**src/rtl/otp_ctrl_pkg.sv**
```systemverilog
package otp_ctrl_pkg;
  typedef enum logic [1:0] {PH_IDLE, PH_SETUP, PH_STROBE, PH_HOLD} phase_t;

  localparam int REG_AW = 3;
  localparam logic [REG_AW-1:0] OFS_CTRL     = 3'd0;
  localparam logic [REG_AW-1:0] OFS_CTRL_CLR = 3'd1;
  localparam logic [REG_AW-1:0] OFS_TIMING   = 3'd2;
  localparam logic [REG_AW-1:0] OFS_RDCTRL   = 3'd3;
  localparam logic [REG_AW-1:0] OFS_RDDATA   = 3'd4;
  localparam logic [REG_AW-1:0] OFS_PDATA    = 3'd5;

  localparam logic [15:0] UNLOCK_KEY = 16'h3E77;

  localparam int TRD_W = 6;   // sense strobe count width
  localparam int RLX_W = 4;   // relax count width
  localparam int TPG_W = 12;  // program strobe count width
  localparam int CNT_W = TPG_W + 1;
endpackage

```
**src/rtl/otp_strobe_seq.sv**
```systemverilog
module otp_strobe_seq
  import otp_ctrl_pkg::*;
#(
  parameter int DATA_W  = 32,
  parameter int FADDR_W = 7
) (
  input  logic               clk,
  input  logic               rst,
  input  logic               start_sense,
  input  logic               start_prog,
  input  logic [FADDR_W-1:0] addr_in,
  input  logic [DATA_W-1:0]  wdata_in,
  input  logic [RLX_W-1:0]   relax,
  input  logic [TRD_W-1:0]   cnt_rd,
  input  logic [TPG_W-1:0]   cnt_pg,
  input  logic [DATA_W-1:0]  fuse_rdata,
  output logic               busy,
  output logic               done_prog,
  output logic [DATA_W-1:0]  cap_data,
  output logic               fuse_strobe,
  output logic               fuse_prog_en,
  output logic [FADDR_W-1:0] fuse_addr,
  output logic [DATA_W-1:0]  fuse_wdata
);
  localparam int SUM_W = CNT_W + 1;

  phase_t             phase;
  logic [CNT_W-1:0]   cnt;
  logic [CNT_W-1:0]   sw_m1;
  logic [RLX_W-1:0]   relax_q;
  logic               is_prog;

  // strobe width = count + 1 - 2*(relax+1), never below one cycle
  logic [CNT_W-1:0] cnt_sel;
  logic [SUM_W-1:0] pos, pad;
  logic [CNT_W-1:0] sw_first;

  assign cnt_sel  = start_prog ? CNT_W'(cnt_pg) : CNT_W'(cnt_rd);
  assign pos      = SUM_W'(cnt_sel) + SUM_W'(1);
  assign pad      = SUM_W'({relax, 1'b0}) + SUM_W'(2);
  assign sw_first = (pos > pad) ? CNT_W'(pos - pad) : CNT_W'(1);

  assign busy      = (phase != PH_IDLE);
  assign done_prog = (phase == PH_HOLD) && (cnt == '0) && is_prog;

  always_ff @(posedge clk) begin
    if (rst) begin
      phase        <= PH_IDLE;
      cnt          <= '0;
      sw_m1        <= '0;
      relax_q      <= '0;
      is_prog      <= 1'b0;
      cap_data     <= '0;
      fuse_strobe  <= 1'b0;
      fuse_prog_en <= 1'b0;
      fuse_addr    <= '0;
      fuse_wdata   <= '0;
    end else begin
      case (phase)
        PH_IDLE: begin
          if (start_sense || start_prog) begin
            phase        <= PH_SETUP;
            cnt          <= CNT_W'(relax);
            relax_q      <= relax;
            sw_m1        <= sw_first - CNT_W'(1);
            is_prog      <= start_prog;
            fuse_prog_en <= start_prog;
            fuse_addr    <= addr_in;
            if (start_prog) fuse_wdata <= wdata_in;
          end
        end
        PH_SETUP: begin
          if (cnt == '0) begin
            phase       <= PH_STROBE;
            cnt         <= sw_m1;
            fuse_strobe <= 1'b1;
          end else begin
            cnt <= cnt - CNT_W'(1);
          end
        end
        PH_STROBE: begin
          if (cnt == '0) begin
            phase       <= PH_HOLD;
            cnt         <= CNT_W'(relax_q);
            fuse_strobe <= 1'b0;
            if (!is_prog) cap_data <= fuse_rdata;
          end else begin
            cnt <= cnt - CNT_W'(1);
          end
        end
        default: begin
          if (cnt == '0) begin
            phase        <= PH_IDLE;
            fuse_prog_en <= 1'b0;
          end else begin
            cnt <= cnt - CNT_W'(1);
          end
        end
      endcase
    end
  end

  // strobe run-length monitor for the width assertion
  logic [CNT_W-1:0] run_len;
  always_ff @(posedge clk) begin
    if (rst)              run_len <= '0;
    else if (fuse_strobe) run_len <= run_len + CNT_W'(1);
    else                  run_len <= '0;
  end

  AST_STROBE_ONLY_BUSY: assert property (@(posedge clk) disable iff (rst)
    fuse_strobe |-> busy);
  AST_ADDR_STEADY: assert property (@(posedge clk) disable iff (rst)
    (busy && $past(busy)) |-> $stable(fuse_addr));
  AST_STROBE_WIDTH: assert property (@(posedge clk) disable iff (rst)
    $fell(fuse_strobe) |-> (run_len == sw_m1 + CNT_W'(1)));
  AST_PROG_EN_IDLE: assert property (@(posedge clk) disable iff (rst)
    (!busy && $past(!busy)) |-> !fuse_prog_en);
endmodule

```
**src/rtl/otp_regs.sv**
```systemverilog
module otp_regs
  import otp_ctrl_pkg::*;
#(
  parameter int BUS_W   = 32,
  parameter int FADDR_W = 7,
  parameter logic [TRD_W-1:0] TRD_RST = 6'd10,
  parameter logic [RLX_W-1:0] RLX_RST = 4'd1,
  parameter logic [TPG_W-1:0] TPG_RST = 12'd40
) (
  input  logic               clk,
  input  logic               rst,
  input  logic               bus_wen,
  input  logic               bus_ren,
  input  logic [REG_AW-1:0]  bus_addr,
  input  logic [BUS_W-1:0]   bus_wdata,
  output logic [BUS_W-1:0]   bus_rdata,
  input  logic               busy,
  input  logic               done_prog,
  input  logic [BUS_W-1:0]   cap_data,
  output logic               start_sense,
  output logic               start_prog,
  output logic [FADDR_W-1:0] addr_q,
  output logic [BUS_W-1:0]   pdata_q,
  output logic [TRD_W-1:0]   trd_q,
  output logic [RLX_W-1:0]   rlx_q,
  output logic [TPG_W-1:0]   tpg_q
);
  logic [15:0] unlock_q;
  logic        err_q;
  logic        wr_ctrl, wr_clr, wr_tim, wr_rdc, wr_pd;
  logic        key_ok, bad_sense, bad_prog, err_clr;

  assign wr_ctrl = bus_wen && (bus_addr == OFS_CTRL);
  assign wr_clr  = bus_wen && (bus_addr == OFS_CTRL_CLR);
  assign wr_tim  = bus_wen && (bus_addr == OFS_TIMING);
  assign wr_rdc  = bus_wen && (bus_addr == OFS_RDCTRL) && bus_wdata[0];
  assign wr_pd   = bus_wen && (bus_addr == OFS_PDATA);
  assign key_ok  = (unlock_q == UNLOCK_KEY);

  assign start_sense = wr_rdc && !busy;
  assign start_prog  = wr_pd && key_ok && !busy;
  assign bad_sense   = wr_rdc && busy;
  assign bad_prog    = wr_pd && (!key_ok || busy);
  assign err_clr     = wr_clr && bus_wdata[9];

  always_ff @(posedge clk) begin
    if (rst) begin
      unlock_q  <= '0;
      addr_q    <= '0;
      err_q     <= 1'b0;
      pdata_q   <= '0;
      trd_q     <= TRD_RST;
      rlx_q     <= RLX_RST;
      tpg_q     <= TPG_RST;
      bus_rdata <= '0;
    end else begin
      if (done_prog)    unlock_q <= '0;
      else if (wr_ctrl) unlock_q <= bus_wdata[31:16];
      if (wr_ctrl) addr_q <= bus_wdata[FADDR_W-1:0];
      if (bad_sense || bad_prog) err_q <= 1'b1;
      else if (err_clr)          err_q <= 1'b0;
      if (start_prog) pdata_q <= bus_wdata;
      if (wr_tim) begin
        trd_q <= bus_wdata[16 +: TRD_W];
        rlx_q <= bus_wdata[12 +: RLX_W];
        tpg_q <= bus_wdata[0 +: TPG_W];
      end
      if (bus_ren) begin
        case (bus_addr)
          OFS_CTRL, OFS_CTRL_CLR:
            bus_rdata <= {unlock_q, 6'b0, err_q, busy, 1'b0, addr_q};
          OFS_TIMING: bus_rdata <= {10'b0, trd_q, rlx_q, tpg_q};
          OFS_RDDATA: bus_rdata <= cap_data;
          OFS_PDATA:  bus_rdata <= pdata_q;
          default:    bus_rdata <= '0;
        endcase
      end
    end
  end

  AST_ERR_STICKY: assert property (@(posedge clk) disable iff (rst)
    (err_q && !err_clr) |=> err_q);
  AST_KEY_DROPS: assert property (@(posedge clk) disable iff (rst)
    done_prog |=> (unlock_q == 16'h0));
  AST_NO_START_BUSY: assert property (@(posedge clk) disable iff (rst)
    busy |-> !(start_sense || start_prog));
  AST_ONE_START: assert property (@(posedge clk) disable iff (rst)
    $onehot0({start_sense, start_prog}));
endmodule

```
**src/rtl/otp_access_ctrl.sv**
```systemverilog
module otp_access_ctrl
  import otp_ctrl_pkg::*;
#(
  parameter int BUS_W   = 32,
  parameter int FADDR_W = 7,
  parameter logic [TRD_W-1:0] TRD_RST = 6'd10,
  parameter logic [RLX_W-1:0] RLX_RST = 4'd1,
  parameter logic [TPG_W-1:0] TPG_RST = 12'd40
) (
  input  logic               clk,
  input  logic               rst,
  input  logic               bus_wen,
  input  logic               bus_ren,
  input  logic [REG_AW-1:0]  bus_addr,
  input  logic [BUS_W-1:0]   bus_wdata,
  output logic [BUS_W-1:0]   bus_rdata,
  output logic               fuse_strobe,
  output logic               fuse_prog_en,
  output logic [FADDR_W-1:0] fuse_addr,
  output logic [BUS_W-1:0]   fuse_wdata,
  input  logic [BUS_W-1:0]   fuse_rdata
);
  logic               busy, done_prog, start_sense, start_prog;
  logic [BUS_W-1:0]   cap_data, pdata_q;
  logic [FADDR_W-1:0] addr_q;
  logic [TRD_W-1:0]   trd_q;
  logic [RLX_W-1:0]   rlx_q;
  logic [TPG_W-1:0]   tpg_q;

  otp_regs #(
    .BUS_W(BUS_W), .FADDR_W(FADDR_W),
    .TRD_RST(TRD_RST), .RLX_RST(RLX_RST), .TPG_RST(TPG_RST)
  ) regs_i (
    .clk(clk), .rst(rst),
    .bus_wen(bus_wen), .bus_ren(bus_ren), .bus_addr(bus_addr),
    .bus_wdata(bus_wdata), .bus_rdata(bus_rdata),
    .busy(busy), .done_prog(done_prog), .cap_data(cap_data),
    .start_sense(start_sense), .start_prog(start_prog),
    .addr_q(addr_q), .pdata_q(pdata_q),
    .trd_q(trd_q), .rlx_q(rlx_q), .tpg_q(tpg_q)
  );

  // program data goes straight from the bus so the burn uses the written value
  otp_strobe_seq #(.DATA_W(BUS_W), .FADDR_W(FADDR_W)) seq_i (
    .clk(clk), .rst(rst),
    .start_sense(start_sense), .start_prog(start_prog),
    .addr_in(addr_q), .wdata_in(bus_wdata),
    .relax(rlx_q), .cnt_rd(trd_q), .cnt_pg(tpg_q),
    .fuse_rdata(fuse_rdata),
    .busy(busy), .done_prog(done_prog), .cap_data(cap_data),
    .fuse_strobe(fuse_strobe), .fuse_prog_en(fuse_prog_en),
    .fuse_addr(fuse_addr), .fuse_wdata(fuse_wdata)
  );

  AST_PDATA_MATCH: assert property (@(posedge clk) disable iff (rst)
    (fuse_strobe && fuse_prog_en) |-> (fuse_wdata == pdata_q));
endmodule

```
**config.mk**
```make
export PLATFORM = sky130hd
export DESIGN_NAME = otp_access_ctrl
export DESIGN_NICKNAME = d
export VERILOG_FILES = /design/src/rtl/otp_ctrl_pkg.sv /design/src/rtl/otp_strobe_seq.sv /design/src/rtl/otp_regs.sv /design/src/rtl/otp_access_ctrl.sv
export SDC_FILE = /design/constraint.sdc
export NUM_CORES = 1
export LEC_CHECK = 0
export ABC_CLOCK_PERIOD_IN_PS = 8800
export BUFFER_PORTS_ARGS = -buffer_cell sky130_fd_sc_hd__buf_2
export CAP_MARGIN = 20
export CORE_ASPECT_RATIO = 0.7
export CORE_MARGIN = 2
export CORE_UTILIZATION = 51
export DETAILED_ROUTE_END_ITERATION = 10
export GPL_ROUTABILITY_DRIVEN = 0
export PLACE_DENSITY_LB_ADDON = 0.12
export SYNTH_ARGS = -nofsm -noshare
export SYNTH_HDL_FRONTEND = slang
export SYNTH_SLANG_ARGS = --single-unit
```
**constraint.sdc**
```tcl
create_clock -name clk -period 8.8 [get_ports clk]
set_input_delay 0.44 -clock clk [delete_from_list [all_inputs] [get_ports clk]]
set_output_delay 0.44 -clock clk [all_outputs]
set_load 0.01 [all_outputs]
```
# Word-level counts from Yosys, hierarchy flattened
# Index checks and enable logic that the tools add are counted.
dict set report word_totals {
  reg_bits 216
  in_bits 71
  word_cells 95
}
dict set report classes {
  add_sub_neg 5
  n_lt_le_gt_ge 1
  eq_ne 13
  n_mux 20
  n_bitwise 2
  n_reduce_logical 36
}
# cell count
set ops {}
lappend ops {{case mux 32 bit (4 select lines)} 1}
lappend ops {{two-way mux 13 bit} 5}
lappend ops {{case mux 13 bit (3 select lines)} 1}
lappend ops {{subtractor 13 x 1 -> 13 bit (second input constant)} 2}
lappend ops {{== test 16 x 14 -> 1 bit (second input constant)} 1}
lappend ops {{greater-than comparator 14 x 6 -> 1 bit} 1}
lappend ops {{logical AND 1 bit} 14}
lappend ops {{adder 12 x 1 -> 13 bit (second input constant)} 1}
lappend ops {{logical NOT 13 bit} 1}
lappend ops {{subtractor 13 bit} 1}
lappend ops {{two-way mux 12 bit} 1}
lappend ops {{AND reduction 3 bit} 4}
lappend ops {{two-way mux 2 bit} 4}
lappend ops {{nonzero test 2 bit} 4}
lappend ops {{adder 5 x 2 -> 6 bit (second input constant)} 1}
lappend ops {{== test 3 x 2 -> 1 bit (second input constant)} 2}
lappend ops {{== test 3 bit (second input constant)} 2}
lappend ops {{inequality test 2 x 1 -> 1 bit (second input constant)} 3}
lappend ops {{case mux 2 bit (3 select lines)} 1}
lappend ops {{OR reduction 2 bit} 3}
lappend ops {{two-way mux 1 bit} 5}
lappend ops {{== test 2 bit (second input constant)} 2}
lappend ops {{inequality test 4 bit (second input constant)} 1}
lappend ops {{case mux 1 bit (2 select lines)} 2}
lappend ops {{other kinds (9)} 14}

# Depth between registers and ports, before layout
# Gate-level depths: netlist of the first run.
dict set report depth {
  ltp_word 9
  mapped_depth 31
}

# Hierarchy
# A second synthesis of the first run with hierarchy kept.
dict set report hier_totals {
  cells_unflattened 1308
  area_unflattened_um2 10417.5
}
# mod instances cells_per_inst area_each_um2
set by_module_without_submodules {}
lappend by_module_without_submodules {otp_strobe_seq 1 713 5475.3}
lappend by_module_without_submodules {otp_regs 1 595 4942.2}

# Worst setup path after synthesis of the first run
# No wires, ideal clock.
dict set report synth_path {
  kind {register to register}
  from {register seq_i.phase[0]}
  to {register seq_i.sw_m1[12]}
  setup_ns 0.136
  t_arrival_ns 5.747
  t_required_ns 8.664
  path_slack_ns 2.917
  stages_incl_launch_ff 30
  path_buffers 5
  cell_sequence {dfxtp_1 -> inv_1 -> ha_1 -> nand2b_1 -> or4_4 -> or4_1 -> buf_4 -> clkbuf_1 -> clkbuf_1 -> nand2_1 -> nand2_1 -> ha_1 -> clkbuf_1 -> nor2b_1 -> nand2_1 -> xor2_1 -> o21ai_0 -> ha_1 -> and4_1 -> and3_1 -> nand3_1 -> and3_1 -> or3_1 -> nand2b_1 -> ha_1 -> clkbuf_1 -> nand2_1 -> a211oi_1 -> xor2_1 -> a211oi_2}
}
dict set report synth_between {
  elab_chain_cells 8
  word_cells_on_any_way 13
  cone_classes {add/sub: 3; order compare: 1; mux: 2; reduce/logical: 7}
}
# item line_no
set synth_rtl {}
lappend synth_rtl {{start: declaration} otp_strobe_seq.sv:27} ;# phase_t phase;
lappend synth_rtl {{start signal: assignment} otp_strobe_seq.sv:48} ;# phase <= PH_IDLE;
lappend synth_rtl {{start signal: assignment} otp_strobe_seq.sv:62} ;# phase <= PH_SETUP;
lappend synth_rtl {{start signal: assignment} otp_strobe_seq.sv:74} ;# phase <= PH_STROBE;
lappend synth_rtl {{nonzero test 2 bit} otp_strobe_seq.sv:43} ;# assign busy = (phase != PH_IDLE);
lappend synth_rtl {{logical NOT 1 bit} {otp_regs.sv:40, otp_regs.sv:41}}
lappend synth_rtl {{logical AND 1 bit} otp_regs.sv:41} ;# assign start_prog = wr_pd && key_ok && !busy;
lappend synth_rtl {{two-way mux 12 bit} otp_strobe_seq.sv:38} ;# assign cnt_sel = start_prog ? CNT_W'(cnt_pg) : CNT_W'(cnt_rd);
lappend synth_rtl {{adder 12 x 1 -> 13 bit} otp_strobe_seq.sv:39} ;# assign pos = SUM_W'(cnt_sel) + SUM_W'(1);
lappend synth_rtl {{subtractor 13 bit / greater-than comparator 14 x 6 -> 1 bit (equally long branches)} otp_strobe_seq.sv:41} ;# assign sw_first = (pos > pad) ? CNT_W'(pos - pad) : CNT_W'(1);
lappend synth_rtl {{two-way mux 13 bit} otp_strobe_seq.sv:41}
lappend synth_rtl {{subtractor 13 x 1 -> 13 bit} otp_strobe_seq.sv:65} ;# sw_m1 <= sw_first - CNT_W'(1);
lappend synth_rtl {{end signal: assignment} otp_strobe_seq.sv:65}
lappend synth_rtl {{end: declaration} otp_strobe_seq.sv:29} ;# logic [CNT_W-1:0] sw_m1;
# Several ways; a longest one is shown, not always the timed one.
# A chain may end at the register's enable or synchronous reset.

# Worst setup path after layout of the first run
# Ends and elaborated chain as after synthesis.

==> results_dict.tcl, run 1 <==
set metrics [dict create \
    rsz0062_at_grt "no" \
    io_buffers 143 \
    synth_top_area_frac 0.431 \
    clkTransAtPathRegs_ns 0.06 \
    nets 1482 \
    drt_iter0_drc 1179 \
    dp_hpwl_um 21100 \
    drive_above_1_share 0.148 \
    grt_max_degree 108 \
    cts_resized 0 \
    worst_setup_path_start_kind "register" \
    grt.total_usage 0.287 \
    routed_wl_um 30200 \
    power_density_mw_per_mm2 210 \
    yosys_most_used_dff "dfxtp_1" \
    wl_per_cell_um 18.0 \
    cts_tree "built" \
    post-route-period-util 0.799 \
    overflow 0 \
    grt_pass1_vias 8498 \
    synth.avg_cell_area_um2 7.68 \
    max_slew_margin 0.275 \
    yosys_warnings 0 \
    cp_data_required_time_ns 9.13 \
    critPathMaxFanout 17 \
    io_pins 144 \
    hp-class "input pin to register" \
    reg2reg_depth 24 \
    hold_buffers 0 \
    cts_max_path_buffers 3 \
    postRouteAntennaNets 0 \
    diodes 0 \
    arrival_ns 7.37 \
    via_per_inst 5.76 \
    start_util 0.526 \
    crit_path_end "seq_i.sw_m1[12]$_SDFFE_PP0P_" \
    area_growth_pct 14.3 \
    rows 42 \
    r2r_setup_slack_ns 1.77 \
    reg2reg_to "seq_i.sw_m1[12]$_SDFFE_PP0P_" \
    fillers 1801 \
    totalNegativeSetupSlack_ns 0 \
    post-route-util 0.602 \
    status "finished clean" \
    ys_async_sr_fraction 0 \
    cts_setup_buffers 0 \
    worst_pin_slew_ns 1.09 \
    hold_viol_final 0 \
    reg2reg_from "seq_i.phase[0]$_SDFFE_PP0P_" \
    cts.sinks 216 \
    clockRootBuffer "clkbuf_16" \
    ir_worst_vdd_mv 0.125 \
    die_x_um 172 \
    core_area_mm2 0.0191 \
    setup_viol 0 \
    worst_slack_ns 1.77 \
    vias 9639 \
    synth_seq_cells 216 \
    grt_pass1_wl_um 47000 \
    fin_crit_ns 7.03 \
    htreeDepth 1 \
    synth_seq_area_share 0.431 \
    fin_cells 1674 \
    synth_edf_count 0 \
    p_leak_nw 4.37 \
    synth_area_leader_cell "dfxtp_1" \
    maxCapViolCount 0 \
    drc 0 \
    pre_cts_slack_ns 1.89 \
    synthDistinctLibCells 65 \
    antenna_found_initial 0 \
    maxSlewViolCount 0 \
    cp-startpoint "seq_i.phase[0]$_SDFFE_PP0P_" \
    fin_worst_skew_ns 0.0151 \
    synth_nets 1394 \
    fmax_mhz 142 \
    place_inst 1637 \
    firstDrtPassIters 5 \
    postSynthCellCount 1308 \
    synth.cell_area_mm2 0.0100 \
    numCtsBuffers 21 \
    die_height_um 121 \
    critPathKind "register to register" \
    critPathCaptureType "register" \
    p_total_mw 2.41 \
    clock_latency_ns 0.50 \
    synth_area_leaders "dfxtp_1 43%, nand2_1 12%, a21oi_1 11%" \
    floorplan.die_area_mm2 0.0208 \
]
-- metrics by stage --
stage	area, um^2	hold slack [ns]
6_report	11500	0.175
5_1_grt	11500	0.183
3_3_place_gp	10800	0.437
4_1_cts	11500	0.173
3_5_place_dp	10900	0.441
2_1_floorplan	10000	0.431
-- cell families (layout without fill, tap and decap cells) --
kind of cell	after synthesis	count (layout)	synth area share
and+or+nand+nor	568	568	0.254
AOI/OAI and AO/OA	349	349	0.202
DFF	216	216	0.431
buffers and inverters	105	207	0.0405
muxes	31	31	0.0324
xor gates and xnor gates	24	24	0.0209
adders and majority gates	15	15	0.0194
-- flip-flops by register name, summed over array words and instances, names as in the netlist --
signal / flops
regs_i.addr_q: 7
regs_i.bus_rdata: 32
regs_i.err_q: 1
regs_i.pdata_q: 32
regs_i.rlx_q: 4
regs_i.tpg_q: 12
regs_i.trd_q: 6
regs_i.unlock_q: 16
seq_i.cap_data: 32
seq_i.cnt: 13
seq_i.fuse_addr: 7
seq_i.fuse_prog_en: 1
seq_i.fuse_strobe: 1
seq_i.fuse_wdata: 32
seq_i.is_prog: 1
seq_i.phase: 2
seq_i.relax_q: 4
seq_i.sw_m1: 13
-- layout make-up --
type	count	area (um^2)	share of cell area
well taps	264	330	0.0288
repair buffers	156	823	0.0717
inverters	14	52.6	0.00458
multi-input cells	987	5320	0.464
clock inverters	5	28.8	0.00251
clock buffers	32	597	0.0520
flip-flops and latches	216	4320	0.377
-- synthesized netlist by cell type (all sizes together) (15+ instances only) --
library cell and n:
nand2 326, mux2i 29, nand2b 18, o22ai 20
xnor2 15, a21oi 222, nor2 86, nor3 16
nor2b 43, dfxtp 216, clkbuf 75, nand3 19
a22oi 24, o21ai 28, buf 16
-- critical path, cell delays in order (launching register included) --
cell       delay, ns
dfxtp_1         0.36
inv_1           0.10
ha_1            0.42
nand2b_1        0.13
or4_4           0.58
or4_2           0.97
mux2i_1         0.22
inv_1           0.17
ha_1            0.37
nor2b_1         0.22
nand2_1         0.08
xnor2_1         0.13
nand2_1         0.06
o21ai_0         0.10
ha_1            0.40
o221ai_1        0.14
a21oi_1         0.60
and3_1          0.33
nor3_2          0.12
nor2_1          0.20
ha_1            0.41
o2111ai_2       0.17
a211oi_1        0.27
xor2_1          0.20
a211oi_2        0.09
-- cell usage in the layout, fill, tap and decap left out, types with 8 or more instances in the layout --
| cell | instances |
|---|---|
| a211oi_1 | 9 |
| a21oi_1 | 222 |
| a22oi_1 | 23 |
| buf_2 | 142 |
| buf_4 | 12 |
| clkbuf_1 | 8 |
| clkbuf_16 | 21 |
| dfxtp_1 | 216 |
| ha_1 | 14 |
| inv_1 | 14 |
| mux2i_1 | 28 |
| nand2_1 | 326 |
| nand2b_1 | 18 |
| nand3_1 | 19 |
| nand3b_1 | 9 |
| nor2_1 | 84 |
| nor2b_1 | 43 |
| nor3_1 | 13 |
| nor4_1 | 10 |
| o211ai_1 | 12 |
| o21ai_0 | 27 |
| o22ai_1 | 20 |
| xnor2_1 | 15 |
| xor2_1 | 9 |
-- how the worst min path moves through the flow --
| stage | endpoint | from | slack [ns] | cells after the start |
|---|---|---|---|---|
| after floorplan | seq_i.cap_data[10]$_SDFFE_PP0P_ | seq_i.cap_data[10]$_SDFFE_PP0P_ | 0.43 | 2 |
| after global placement | seq_i.fuse_wdata[19]$_SDFFE_PP0P_ | seq_i.fuse_wdata[19]$_SDFFE_PP0P_ | 0.44 | 2 |
| after detailed placement | seq_i.fuse_wdata[19]$_SDFFE_PP0P_ | seq_i.fuse_wdata[19]$_SDFFE_PP0P_ | 0.44 | 2 |
| after CTS | seq_i.cap_data[20]$_SDFFE_PP0P_ | fuse_rdata[20] | 0.17 | 3 |
| after global routing | seq_i.cap_data[15]$_SDFFE_PP0P_ | fuse_rdata[15] | 0.18 | 3 |
| final | seq_i.cap_data[20]$_SDFFE_PP0P_ | fuse_rdata[20] | 0.17 | 3 |
-- layer usage --
metal / vias up / share of wire / global-route usage
met5: - / 0 / 0
li1: 4692 / - / -
met4: 0 / 0.016 / 0.0514
met2: 424 / 0.39 / 0.388
met1: 4491 / 0.50 / 0.470
met3: 32 / 0.096 / 0.0479
-- report_power, final --
part           total, mW  switching, mW  leakage [nW]  internal [mW]
clock              0.842          0.374         0.310          0.468
sequential          1.07         0.0442          1.74           1.03
combinational      0.498          0.329          2.31          0.169
total               2.41          0.747          4.37           1.66
No activity file was read; power rests on OpenSTA's default activity.
==> inputs of run 2 (changes only) <==
--- a/config.mk
+++ b/config.mk
@@ -5,7 +5,7 @@
 export SDC_FILE = /design/constraint.sdc
 export NUM_CORES = 1
 export LEC_CHECK = 0
-export ABC_CLOCK_PERIOD_IN_PS = 8800
+export ABC_CLOCK_PERIOD_IN_PS = 6000
 export BUFFER_PORTS_ARGS = -buffer_cell sky130_fd_sc_hd__buf_2
 export CAP_MARGIN = 20
 export CORE_ASPECT_RATIO = 0.7
==> constraint.sdc (replaced) <==
create_clock -name clk -period 6 [get_ports clk]
set_input_delay 0.3 -clock clk [delete_from_list [all_inputs] [get_ports clk]]
set_output_delay 0.3 -clock clk [all_outputs]
set_load 0.01 [all_outputs]
==> run 2 against run 1 <==
Wire length is 2.7% higher. Cell area increased by 2.5%. Sequential share of layout area down 0.90 points. Core utilization increased by 1.5 points. Non-clock buffer count increased by 9. Sequential power rose by 47%. Via count rose by 0.61%. Final cell count up 0.72%. Largest power group unchanged.
==> results_dict.tcl, run 2 (synthesized netlist as in run 1, its figures left out) <==
set metrics [dict create \
    power_density_mw_per_mm2 324 \
    clockRootBuffer "clkbuf_16" \
    numCtsBuffers 22 \
    fin_cells 1686 \
    clkTransAtPathRegs_ns 0.07 \
    grt_pass1_wl_um 48500 \
    dp_hpwl_um 21300 \
    critPathCaptureType "register" \
    grt.total_usage 0.297 \
    drive_above_1_share 0.161 \
    io_buffers 143 \
    totalNegativeSetupSlack_ns 0 \
    nets 1492 \
    core_area_mm2 0.0191 \
    pre_cts_slack_ns 0.0793 \
    hold_buffers 0 \
    floorplan.die_area_mm2 0.0208 \
    holdPathStages 3 \
    clock_latency_ns 0.52 \
    fmax_mhz 178 \
    fin_worst_skew_ns 0.0213 \
    area_growth_pct 17.1 \
    die_height_um 121 \
    p_total_mw 3.81 \
    crit_chain "inv_1, ha_1, nand2b_1, or4_4, or4_4, mux2i_1, inv_1, ha_1, nor2b_1, nand2_1, xor2_1, o21ai_0, ha_1, and4_1, and3_1, nand3_1, and3_1, or3_1, nand2b_1, ha_2, mux2_2, a221oi_1, nor3_1" \
    maxCapViolCount 0 \
    max_slew_margin 0.287 \
    cpPeakStageDelay_ns 0.60 \
    p_leak_nw 4.49 \
    critPathKind "register to register" \
    overflow 0 \
    routed_wl_um 31000 \
    layout_common_cells "326 x nand2_1, 222 x a21oi_1, 216 x dfxtp_1, 142 x buf_2, 84 x nor2_1" \
    rsz0062_at_grt "no" \
    rows 42 \
    hold_viol_final 0 \
    die_x_um 172 \
    cpLargestDelayFamily "simple AND/OR/NAND/NOR gates" \
    cts_tree "built" \
    arrival_ns 6.01 \
    worst-path-buf-inv 2 \
    io_pins 144 \
    grt_max_degree 111 \
    final_common_cell "nand2_1" \
    hold_ws_ns 0.0204 \
    htreeDepth 1 \
    post-route-period-util 0.939 \
    antenna_found_initial 0 \
    cp_data_required_time_ns 6.38 \
    via_per_inst 5.75 \
    r2r_setup_slack_ns 0.37 \
    maxSlewViolCount 0 \
    ir_worst_vdd_mv 0.187 \
    cts_max_path_buffers 3 \
    drc 0 \
    status "finished clean" \
    diodes 0 \
    worst_path_max_delay_cell "or4_4" \
    worst_setup_path_start_kind "register" \
    combPwrFrac 0.192 \
    start_util 0.526 \
    setup_viol 0 \
    p_int_mw 2.67 \
    cp_num_cells 23 \
    drt_iter0_drc 1128 \
    worst_pin_slew_ns 1.07 \
    clkPwrFrac 0.397 \
    place_inst 1644 \
    wl_per_cell_um 18.4 \
    worst_slack_ns 0.368 \
    fin_crit_ns 5.63 \
    cp_common_cell "ha_1" \
    p_switching_mw 1.15 \
    grt_pass1_vias 8742 \
    pwr-share-seq 0.412 \
    vias 9698 \
    cts.sinks 216 \
    hp-class "input pin to register" \
    critPathMaxFanout 5 \
    switching_share 0.301 \
    postRouteAntennaNets 0 \
    reg2reg_depth 23 \
    firstDrtPassIters 5 \
]
-- run 2: cell types whose count changed in the layout (fill, tap and decap cells not counted), moves of 2 or more --
cell | previous run | this run
buf_4 | 12 | 20
bufinv_16 | 0 | 5
clkbuf_1 | 8 | 2
clkbuf_16 | 21 | 23
clkbuf_8 | 3 | 0
clkinv_2 | 4 | 6
clkinvlp_4 | 0 | 4
-- run 2: power by group through the flow --
stage | sequential, mW | combinational (mW) | clock (mW)
5_1_grt | 1.58 | 0.805 | 1.59
4_1_cts | 1.57 | 0.712 | 1.53
2_1_floorplan | 1.58 | 0.514 | 0
6_report | 1.57 | 0.730 | 1.51
3_5_place_dp | 1.60 | 0.708 | 0
3_3_place_gp | 1.60 | 0.699 | 0
-- run 2: tightest hold or removal path: stages --
cell     delay [ns]
buf_2          0.09
nand2_1        0.04
a21oi_1        0.05
-- run 2: final timing paths --
path | from | end
worst max register to register | seq_i.phase[1]$_SDFFE_PP0P_ | seq_i.sw_m1[8]$_SDFFE_PP0P_
worst min register to register | seq_i.fuse_addr[5]$_SDFFE_PP0P_ | seq_i.fuse_addr[5]$_SDFFE_PP0P_
worst min-delay path | fuse_rdata[22] | seq_i.cap_data[22]$_SDFFE_PP0P_
worst max-delay path | seq_i.phase[1]$_SDFFE_PP0P_ | seq_i.sw_m1[8]$_SDFFE_PP0P_
-- run 2: stage by stage --
step | cell area, um^2 | utilization
6_report | 11800 | 0.617
5_1_grt | 11800 | 0.617
4_1_cts | 11700 | 0.613
3_5_place_dp | 10900 | 0.572
3_3_place_gp | 10900 | 0.572
2_1_floorplan | 10000 | -
-- run 2: cell type report --
type                       instances  area [um^2]
fill                            1770         7310
multi-input combinational        987         5350
sequential                       216         4320
timing repair buffer             165          915
clock buffer                      25          583
tap                              264          330
clock inverter                    15          210
inverter                          14         52.6
-- run 2: routing by layer --
| metal | up-vias | wire, um | track usage |
|---|---|---|---|
| li1 | 4701 | - | - |
| met1 | 4565 | 14900 | 0.447 |
| met2 | 398 | 12400 | 0.419 |
| met3 | 34 | 3180 | 0.0907 |
| met4 | 0 | 494 | 0.0535 |
| met5 | - | 0 | 0 |
-- run 2: timing repair --
| item | in CTS | in global routing |
|---|---|---|
| buffers inserted | 0 | 1 |
| setup endpoints to repair | 0 | 8 |
| resized for setup | 0 | 7 |
